### src/rtl/pfq_pkg.sv
package pfq_pkg;
  // opcode in the top six bits of a word that marks an unconditional branch
  localparam logic [5:0] BR_OPCODE = 6'b110111;

  typedef enum logic [1:0] {
    FOLD_NONE  = 2'd0,
    FOLD_HEAD  = 2'd1,
    FOLD_NEXT  = 2'd2,
    FOLD_FLUSH = 2'd3
  } fold_e;
endpackage

### src/rtl/pfq_ring.sv
module pfq_ring #(
  parameter int DATA_W = 32,
  parameter int ADDR_W = 16,
  parameter int FILL_N = 4,
  parameter int DEPTH  = 8
) (
  input  logic                              clk,
  input  logic                              rst_n,
  input  logic                              clear_all,
  input  logic                              keep_head,
  input  logic                              pop,
  input  logic [$clog2(FILL_N+1)-1:0]       push_cnt,
  input  logic [FILL_N*DATA_W-1:0]          push_data,
  input  logic [ADDR_W-1:0]                 base_pc,
  output logic [DATA_W-1:0]                 head_word,
  output logic [ADDR_W-1:0]                 head_pc,
  output logic [DATA_W-1:0]                 next_word,
  output logic [ADDR_W-1:0]                 next_pc,
  output logic [$clog2(DEPTH+1)-1:0]        count
);
  localparam int PTR_W = $clog2(DEPTH);
  localparam int CNT_W = $clog2(DEPTH+1);

  logic [DATA_W-1:0] mem_w  [DEPTH];
  logic [ADDR_W-1:0] mem_pc [DEPTH];
  logic [PTR_W-1:0]  head;
  logic [PTR_W-1:0]  tail;
  logic [PTR_W-1:0]  slot [FILL_N];
  logic [DATA_W-1:0] words [FILL_N];

  assign tail = head + count[PTR_W-1:0];

  genvar g;
  generate
    for (g = 0; g < FILL_N; g++) begin : g_lane
      assign words[g] = push_data[g*DATA_W +: DATA_W];
      assign slot[g]  = tail + PTR_W'(g);
    end
  endgenerate

  always_ff @(posedge clk) begin
    for (int i = 0; i < FILL_N; i++) begin
      if (i < int'(push_cnt)) begin
        mem_w[slot[i]]  <= words[i];
        mem_pc[slot[i]] <= base_pc + ADDR_W'(i);
      end
    end
  end

  always_ff @(posedge clk or negedge rst_n) begin
    if (!rst_n) begin
      head  <= '0;
      count <= '0;
    end else if (clear_all) begin
      count <= '0;
    end else if (keep_head) begin
      head  <= pop ? head + PTR_W'(1) : head;
      count <= pop ? CNT_W'(0) : CNT_W'(1);
    end else begin
      head  <= head + PTR_W'(pop);
      count <= count - CNT_W'(pop) + CNT_W'(push_cnt);
    end
  end

  assign head_word = mem_w[head];
  assign head_pc   = mem_pc[head];
  assign next_word = mem_w[head + PTR_W'(1)];
  assign next_pc   = mem_pc[head + PTR_W'(1)];

  // occupancy never exceeds the storage
  assert_no_overflow_R4: assert property (@(posedge clk) disable iff (!rst_n)
    int'(count) <= DEPTH);

  // after a plain pop the second oldest becomes the oldest
  assert_oldest_first_R3: assert property (@(posedge clk) disable iff (!rst_n)
    (pop && !clear_all && !keep_head && count >= CNT_W'(2))
      |=> (head_pc == $past(next_pc) && head_word == $past(next_word)));

  // a clear leaves nothing behind
  assert_clear_empties_R8: assert property (@(posedge clk) disable iff (!rst_n)
    clear_all |=> count == '0);
endmodule

### src/rtl/pfq_folder.sv
module pfq_folder
  import pfq_pkg::*;
#(
  parameter int ADDR_W = 16
) (
  input  logic [5:0]        head_op,
  input  logic [ADDR_W-1:0] head_off,
  input  logic [ADDR_W-1:0] head_pc,
  input  logic [5:0]        next_op,
  input  logic [ADDR_W-1:0] next_off,
  input  logic [ADDR_W-1:0] next_pc,
  input  logic              have_head,
  input  logic              have_next,
  input  logic              flush,
  input  logic [ADDR_W-1:0] flush_pc,
  output fold_e             act,
  output logic [ADDR_W-1:0] redirect_pc
);
  logic head_br, next_br;

  assign head_br = have_head && (head_op == BR_OPCODE);
  assign next_br = have_next && (next_op == BR_OPCODE);

  // priority: flush, then branch at head, then branch second oldest
  always_comb begin
    act         = FOLD_NONE;
    redirect_pc = '0;
    if (flush) begin
      act         = FOLD_FLUSH;
      redirect_pc = flush_pc;
    end else if (head_br) begin
      act         = FOLD_HEAD;
      redirect_pc = head_pc + head_off;
    end else if (next_br) begin
      act         = FOLD_NEXT;
      redirect_pc = next_pc + next_off;
    end
  end
endmodule

### src/rtl/pfq_pc.sv
module pfq_pc #(
  parameter int ADDR_W   = 16,
  parameter int FILL_N   = 4,
  parameter logic [ADDR_W-1:0] RESET_PC = '0
) (
  input  logic                        clk,
  input  logic                        rst_n,
  input  logic                        redirect,
  input  logic [ADDR_W-1:0]           redirect_pc,
  input  logic [$clog2(FILL_N+1)-1:0] advance,
  output logic [ADDR_W-1:0]           fetch_pc
);
  always_ff @(posedge clk or negedge rst_n) begin
    if (!rst_n)        fetch_pc <= RESET_PC;
    else if (redirect) fetch_pc <= redirect_pc;
    else               fetch_pc <= fetch_pc + ADDR_W'(advance);
  end

  // a redirect lands in the fetch address on the next edge
  assert_redirect_lands_R6: assert property (@(posedge clk) disable iff (!rst_n)
    redirect |=> fetch_pc == $past(redirect_pc));

  // sequential fetch advances by exactly the accepted count
  assert_seq_advance_R2: assert property (@(posedge clk) disable iff (!rst_n)
    !redirect |=> fetch_pc == $past(fetch_pc) + ADDR_W'($past(advance)));
endmodule

### src/rtl/prefetch_fold_queue.sv
module prefetch_fold_queue
  import pfq_pkg::*;
#(
  parameter int DATA_W = 32,
  parameter int ADDR_W = 16,
  parameter int FILL_N = 4,
  parameter int DEPTH  = 8,
  parameter logic [ADDR_W-1:0] RESET_PC = '0
) (
  input  logic                        clk,
  input  logic                        rst_n,
  output logic [ADDR_W-1:0]           fetch_pc,
  input  logic                        fill_valid,
  input  logic [$clog2(FILL_N+1)-1:0] fill_count,
  input  logic [FILL_N*DATA_W-1:0]    fill_data,
  output logic                        fill_ready,
  output logic [$clog2(FILL_N+1)-1:0] fill_taken,
  output logic                        disp_valid,
  input  logic                        disp_ready,
  output logic [DATA_W-1:0]           disp_word,
  output logic [ADDR_W-1:0]           disp_pc,
  input  logic                        flush,
  input  logic [ADDR_W-1:0]           flush_pc
);
  localparam int CNT_W  = $clog2(DEPTH+1);
  localparam int TAKE_W = $clog2(FILL_N+1);

  logic [DATA_W-1:0] head_word, next_word;
  logic [ADDR_W-1:0] head_pc, next_pc, redirect_pc;
  logic [CNT_W-1:0]  count;
  fold_e             act;
  logic              pop, clear_all, keep_head, redirect;

  pfq_ring #(.DATA_W(DATA_W), .ADDR_W(ADDR_W), .FILL_N(FILL_N), .DEPTH(DEPTH)) u_ring (
    .clk(clk), .rst_n(rst_n),
    .clear_all(clear_all), .keep_head(keep_head), .pop(pop),
    .push_cnt(fill_taken), .push_data(fill_data), .base_pc(fetch_pc),
    .head_word(head_word), .head_pc(head_pc),
    .next_word(next_word), .next_pc(next_pc), .count(count)
  );

  pfq_folder #(.ADDR_W(ADDR_W)) u_fold (
    .head_op(head_word[DATA_W-1 -: 6]), .head_off(head_word[ADDR_W-1:0]), .head_pc(head_pc),
    .next_op(next_word[DATA_W-1 -: 6]), .next_off(next_word[ADDR_W-1:0]), .next_pc(next_pc),
    .have_head(count >= CNT_W'(1)), .have_next(count >= CNT_W'(2)),
    .flush(flush), .flush_pc(flush_pc),
    .act(act), .redirect_pc(redirect_pc)
  );

  pfq_pc #(.ADDR_W(ADDR_W), .FILL_N(FILL_N), .RESET_PC(RESET_PC)) u_pc (
    .clk(clk), .rst_n(rst_n), .redirect(redirect), .redirect_pc(redirect_pc),
    .advance(fill_taken), .fetch_pc(fetch_pc)
  );

  assign clear_all = (act == FOLD_FLUSH) || (act == FOLD_HEAD);
  assign keep_head = (act == FOLD_NEXT);
  assign redirect  = (act != FOLD_NONE);

  assign disp_valid = (count != '0) && !clear_all;
  assign disp_word  = head_word;
  assign disp_pc    = head_pc;
  assign pop        = disp_valid && disp_ready;

  assign fill_ready = (act == FOLD_NONE) && (count != CNT_W'(DEPTH));

  always_comb begin
    int offered, free_slots, take;
    offered    = fill_valid ? ((int'(fill_count) > FILL_N) ? FILL_N : int'(fill_count)) : 0;
    free_slots = DEPTH - int'(count);
    take       = (offered > free_slots) ? free_slots : offered;
    fill_taken = (act == FOLD_NONE) ? TAKE_W'(take) : '0;
  end

  // acceptance never exceeds the free space
  assert_take_fits_R2: assert property (@(posedge clk) disable iff (!rst_n)
    int'(fill_taken) + int'(count) <= DEPTH);

  // a flush cycle neither dispatches nor accepts
  assert_flush_quiet_R8: assert property (@(posedge clk) disable iff (!rst_n)
    flush |-> (fill_taken == '0 && !disp_valid));

  // branch words are never offered to dispatch
  assert_branch_hidden_R9: assert property (@(posedge clk) disable iff (!rst_n)
    disp_valid |-> (disp_word[DATA_W-1 -: 6] != BR_OPCODE));

  // a head fold leaves the queue empty
  assert_head_fold_R7: assert property (@(posedge clk) disable iff (!rst_n)
    (act == FOLD_HEAD) |=> !disp_valid || flush || fill_taken != '0 || count == '0);
endmodule

### config.mk
export PLATFORM = sky130hd
export DESIGN_NAME = prefetch_fold_queue
export DESIGN_NICKNAME = d
export VERILOG_FILES = /design/src/rtl/pfq_pkg.sv /design/src/rtl/pfq_ring.sv /design/src/rtl/pfq_folder.sv /design/src/rtl/pfq_pc.sv /design/src/rtl/prefetch_fold_queue.sv
export SDC_FILE = /design/constraint.sdc
export NUM_CORES = 2
export LEC_CHECK = 0
export ABC_AREA = 1
export ABC_CLOCK_PERIOD_IN_PS = 4630
export BUFFER_PORTS_ARGS = -buffer_cell sky130_fd_sc_hd__buf_2
export CAP_MARGIN = 20
export CORE_MARGIN = 10
export CORE_UTILIZATION = 25
export CTS_BUF_LIST = sky130_fd_sc_hd__clkbuf_8 sky130_fd_sc_hd__clkbuf_16
export CTS_CLUSTER_SIZE = 10
export DETAILED_ROUTE_END_ITERATION = 10
export HOLD_SLACK_MARGIN = 0.12
export PLACE_DENSITY = 0.52
export SLEW_MARGIN = 20
export SYNTH_ARGS = -nofsm -noshare
export SYNTH_HDL_FRONTEND = slang
export SYNTH_SLANG_ARGS = --single-unit
### constraint.sdc
create_clock -name clk -period 4.63 [get_ports clk]
set_input_delay 0.926 -clock clk [delete_from_list [all_inputs] [get_ports clk]]
set_output_delay 0.926 -clock clk [all_outputs]
set_load 0.05 [all_outputs]
==> tab_implementation.tex <==
\begin{tabular}{lr}
\hline
Metric & Value \\
\hline
\multicolumn{2}{l}{\textbf{STA}} \\
Clock skew after layout & 48.22 ps \\
Relative slew slack & 0.3287 \\
Slew Limit Fails & 0 \\
\# setup viols final & 0 \\
Ratio of final minimum period to clock period & 0.9648 \\
Sum of negative setup slack & 0 ps \\
Max Fclk & 223.9 MHz \\
Worst-Margin Slew & 1003 ps \\
Tmin final & 4467 ps \\
Hold violation total from the final report & 0 \\
\multicolumn{2}{l}{\textbf{Logic synthesis}} \\
Number of library cell types mapped by synthesis & between 40 and 50 \\
Area share of the largest cell type after synthesis & 0.3360 \\
Leading cell types by total area after synthesis & sky130\_fd\_sc\_hd\_\_edfxtp\_1, sky130\_fd\_sc\_hd\_\_nand2\_1, sky130\_fd\_sc\_hd\_\_nand3\_1, sky130\_fd\_sc\_hd\_\_o21ai\_0, sky130\_fd\_sc\_hd\_\_nor2\_1 \\
Post-synthesis compound-gate area fraction & 0.1662 \\
Number of enable flip-flop cells after synthesis & 384 \\
Post-synth net total & 5412 \\
Count of synthesis-stage warnings from yosys & 0 \\
Asr flop ratio synth & 0.05651 \\
Post-synth top flop & sky130\_fd\_sc\_hd\_\_edfxtp\_1 \\
Cells after Synth & 5199 \\
Xor/xnor share of the synthesized area & 0.01863 \\
Post-synthesis share of cell area spent on and, or, nand and nor gates & 0.3401 \\
Post-synthesis cell type with the largest combined area & sky130\_fd\_sc\_hd\_\_edfxtp\_1 \\
Portion of the post-synthesis area used by sequential elements & 0.3528 \\
Summed instance area of the synthesized netlist & between 0.03 and 0.04 mm2 \\
Multiplexer share of the synthesized area & 0 \\
Synth Area per Inst & 6.601 um2 \\
Largest family of logic cells by synthesized area & simple AND/OR/NAND/NOR gates \\
Adder-cell share of the synthesized area & 0.02333 \\
Number of flip-flops and latches in the synthesized netlist & 407 \\
\multicolumn{2}{l}{\textbf{Floorplan}} \\
Die height & 390.5 um \\
Area of the die & between 0.15 and 0.2 mm2 \\
Initial Util & 0.2524 \\
Horizontal die dimension & 390.5 um \\
Std-Cell Rows & 135 \\
Core ar. & 0.1360 mm2 \\
I/O pin cnt & approximately 220 \\
\multicolumn{2}{l}{\textbf{Critical path}} \\
RR Endpoint & u\_pc.fetch\_pc[13]\$\_DFF\_PN0\_ \\
Register-to-register setup slack & 160 ps \\
Crit Path Max Fanout & 59 \\
Reg2reg start & u\_ring.head[0]\$\_DFFE\_PN0P\_ \\
Worst Setup Path Type & flip-flop to flip-flop \\
Kind of start point of the critical path & flip-flop \\
Worst path arrival time & 4980 ps \\
Worst reg-to-reg path cell count & 17 \\
Worst path required time & 5140 ps \\
Nature of the critical path endpoint & flip-flop \\
\multicolumn{2}{l}{\textbf{Clock tree}} \\
Post-CTS clock slew at the launch and capture registers of the worst setup and hold paths & 60 ps \\
CTS tree & yes \\
H-Tree Depth & 2 \\
Clock latency on the worst-skew pair & 690 ps \\
Sinks on the clock net & 407 \\
Number of buffers between clock root and the deepest sink & 3 \\
Root buffer cell & sky130\_fd\_sc\_hd\_\_clkbuf\_16 \\
Number of buffers created by CTS & 54 \\
\multicolumn{2}{l}{\textbf{Global route}} \\
Antenna violations before repair & 14 \\
First-pass GRT wire length & 251100 um \\
Pin count of the biggest net entering global routing & 114 \\
Grt total ovfl & 0 \\
Via count of the first global-routing pass & 35470 \\
Total global routing track utilization & 0.2215 \\
\multicolumn{2}{l}{\textbf{Drt}} \\
Iteration count of the initial detailed-routing pass & 7 \\
Post-detailed-route via-to-cell ratio & 5.395 \\
Post-detailed-route count of antenna-violating nets & 0 \\
Post-detailed-route wirelength per cell & 25.15 um \\
Starting DRC count in detailed routing & 4766 \\
Total wirelength of the detailed-routed design & 177200 um \\
Via count & 38010 \\
DRC errors left & 0 \\
\multicolumn{2}{l}{\textbf{Worst hold path}} \\
Hold Crit Class & primary input to async pin \\
\multicolumn{2}{l}{\textbf{Placed design}} \\
Placement Cell Area & 0.03797 mm2 \\
Port Buffer Count & 220 \\
HPWL after DPL & 120400 um \\
Final weighted congestion in routability-driven placement & 0.9271 \\
\multicolumn{2}{l}{\textbf{Layout}} \\
Net count of the finished layout & 5439 \\
Final non-filler cell area & a little under 0.04 mm2 \\
Fraction of final layout cells with drive strength greater than 1 & 0.1118 \\
Util after Layout & 0.2921 \\
Synth-to-Final Area Change & 15.72\% \\
\multicolumn{2}{l}{\textbf{Run status}} \\
Status & finished, final reports clean \\
\multicolumn{2}{l}{\textbf{Run}} \\
Number of max-capacitance violations reported & 0 \\
\hline
\end{tabular}
sequential cells by signal (all words and copies together), names as in the netlist:
signal / flops
u_ring.head: 3
u_ring.mem_w: 256
u_ring.mem_pc: 128
u_pc.fetch_pc: 16
u_ring.count: 4
kinds of logic (layout without fill, tap and decap cells):
group / after synthesis / after routing
xor+xnor: 73 / 73
flops: 407 / 407
simple gates: 2798 / 2798
compound gates: 1078 / 1078
other cells: 0 / 4
buf+inv: 782 / 844
fa+ha+maj: 61 / 61
stage by stage:
stage / cells / setup WS (ps) / hold slack, ps
floorplan: 5199 / 5.886 / 630.4
global placement: 6950 / 256.3 / 765.1
detailed placement: 6950 / 260.2 / 763.3
CTS: 7041 / 61.04 / 337.4
global route: 7043 / -2.688 / 365.0
finish: 7046 / 162.9 / 349.8
synthesized netlist by cell type, types with 11 or more instances:
cell type and instances:
sky130_fd_sc_hd__o21ai_1 40, sky130_fd_sc_hd__a31oi_1 70, sky130_fd_sc_hd__buf_6 22, sky130_fd_sc_hd__o22ai_1 15, sky130_fd_sc_hd__buf_1 50, sky130_fd_sc_hd__buf_4 29, sky130_fd_sc_hd__buf_2 146, sky130_fd_sc_hd__inv_2 11
sky130_fd_sc_hd__nand2_1 1351, sky130_fd_sc_hd__nor2_1 610, sky130_fd_sc_hd__inv_1 297, sky130_fd_sc_hd__o211ai_1 37, sky130_fd_sc_hd__dfrtp_1 23, sky130_fd_sc_hd__clkbuf_1 218, sky130_fd_sc_hd__o21ai_0 672, sky130_fd_sc_hd__nand2_2 14
sky130_fd_sc_hd__nand3_1 790, sky130_fd_sc_hd__ha_1 56, sky130_fd_sc_hd__edfxtp_1 384, sky130_fd_sc_hd__xor2_1 56, sky130_fd_sc_hd__xnor2_1 17, sky130_fd_sc_hd__a21oi_1 217
area by class of cell:
cell class / count / area (um2)
Tap cell: 1781 / 2228
Inverter: 316 / 1211
Sequential cell: 407 / 12120
Clock inverter: 36 / 306.5
Clock buffer: 55 / 1376
Antenna cell: 4 / 10.01
Timing Repair Buffer: 437 / 3408
Multi-Input combinational cell: 4010 / 19060
Fill cell: 14750 / 96260
per-layer routing:
layer,track usage,vias up,wire length (um)
met5,0,-,166
li1,-,17460,-
met2,0.3692,2144,82810
met4,0.1225,22,10940
met1,0.2711,17860,68530
met3,0.03574,531,14730
layout by cell type (no fill, tap or decap), types with 68 or more instances in the layout:
cell	count
sky130_fd_sc_hd__inv_1	301
sky130_fd_sc_hd__nor2_1	610
sky130_fd_sc_hd__edfxtp_1	384
sky130_fd_sc_hd__o21ai_0	671
sky130_fd_sc_hd__a21oi_1	216
sky130_fd_sc_hd__a31oi_1	68
sky130_fd_sc_hd__nand3_1	783
sky130_fd_sc_hd__nand2_1	1346
sky130_fd_sc_hd__buf_2	207
sky130_fd_sc_hd__buf_4	179
worst max-delay path, stage by stage, from the launching register on:
cell                      delay [ps]
sky130_fd_sc_hd__dfrtp_4         680
sky130_fd_sc_hd__ha_4            500
sky130_fd_sc_hd__buf_16          310
sky130_fd_sc_hd__buf_4           330
sky130_fd_sc_hd__o21ai_0         120
sky130_fd_sc_hd__o21ai_0         210
sky130_fd_sc_hd__a21oi_1          60
sky130_fd_sc_hd__a31oi_1         390
sky130_fd_sc_hd__ha_1            390
sky130_fd_sc_hd__nand2_1          90
sky130_fd_sc_hd__nor2_1           50
sky130_fd_sc_hd__nand3_1          90
sky130_fd_sc_hd__nand4_1         190
sky130_fd_sc_hd__a21o_1          220
sky130_fd_sc_hd__o21ai_0         210
sky130_fd_sc_hd__o21ai_0         120
sky130_fd_sc_hd__nand2_1         200
sky130_fd_sc_hd__nand3_1         100
timing repair:
item	4_1_cts	5_1_grt
hold buffers	0	0
setup buffers	0	1
endpoints found under the setup margin	0	6
resized for setup	0	11
how the worst max path moves through the flow:
| stage | endpoint | from | slack, ps | cells past startpoint |
|---|---|---|---|---|
| finish | u_pc.fetch_pc[13]$_DFF_PN0_ | u_ring.head[0]$_DFFE_PN0P_ | 160 | 17 |
| global route | u_pc.fetch_pc[12]$_DFF_PN0_ | u_ring.head[0]$_DFFE_PN0P_ | -3 | 18 |
| CTS | fill_taken[2] | u_ring.count[1]$_DFF_PN0_ | 60 | 17 |
| detailed placement | u_pc.fetch_pc[12]$_DFF_PN0_ | u_ring.head[0]$_DFFE_PN0P_ | 260 | 18 |
| global placement | u_pc.fetch_pc[13]$_DFF_PN0_ | u_ring.head[0]$_DFFE_PN0P_ | 260 | 16 |
| floorplan | u_ring.mem_pc[2][0]$_DFFE_PP_ | fill_count[1] | 6 | 14 |
Power is not shown: default switching activity piles up to over one toggle a cycle in this logic, so the estimate is an artifact.
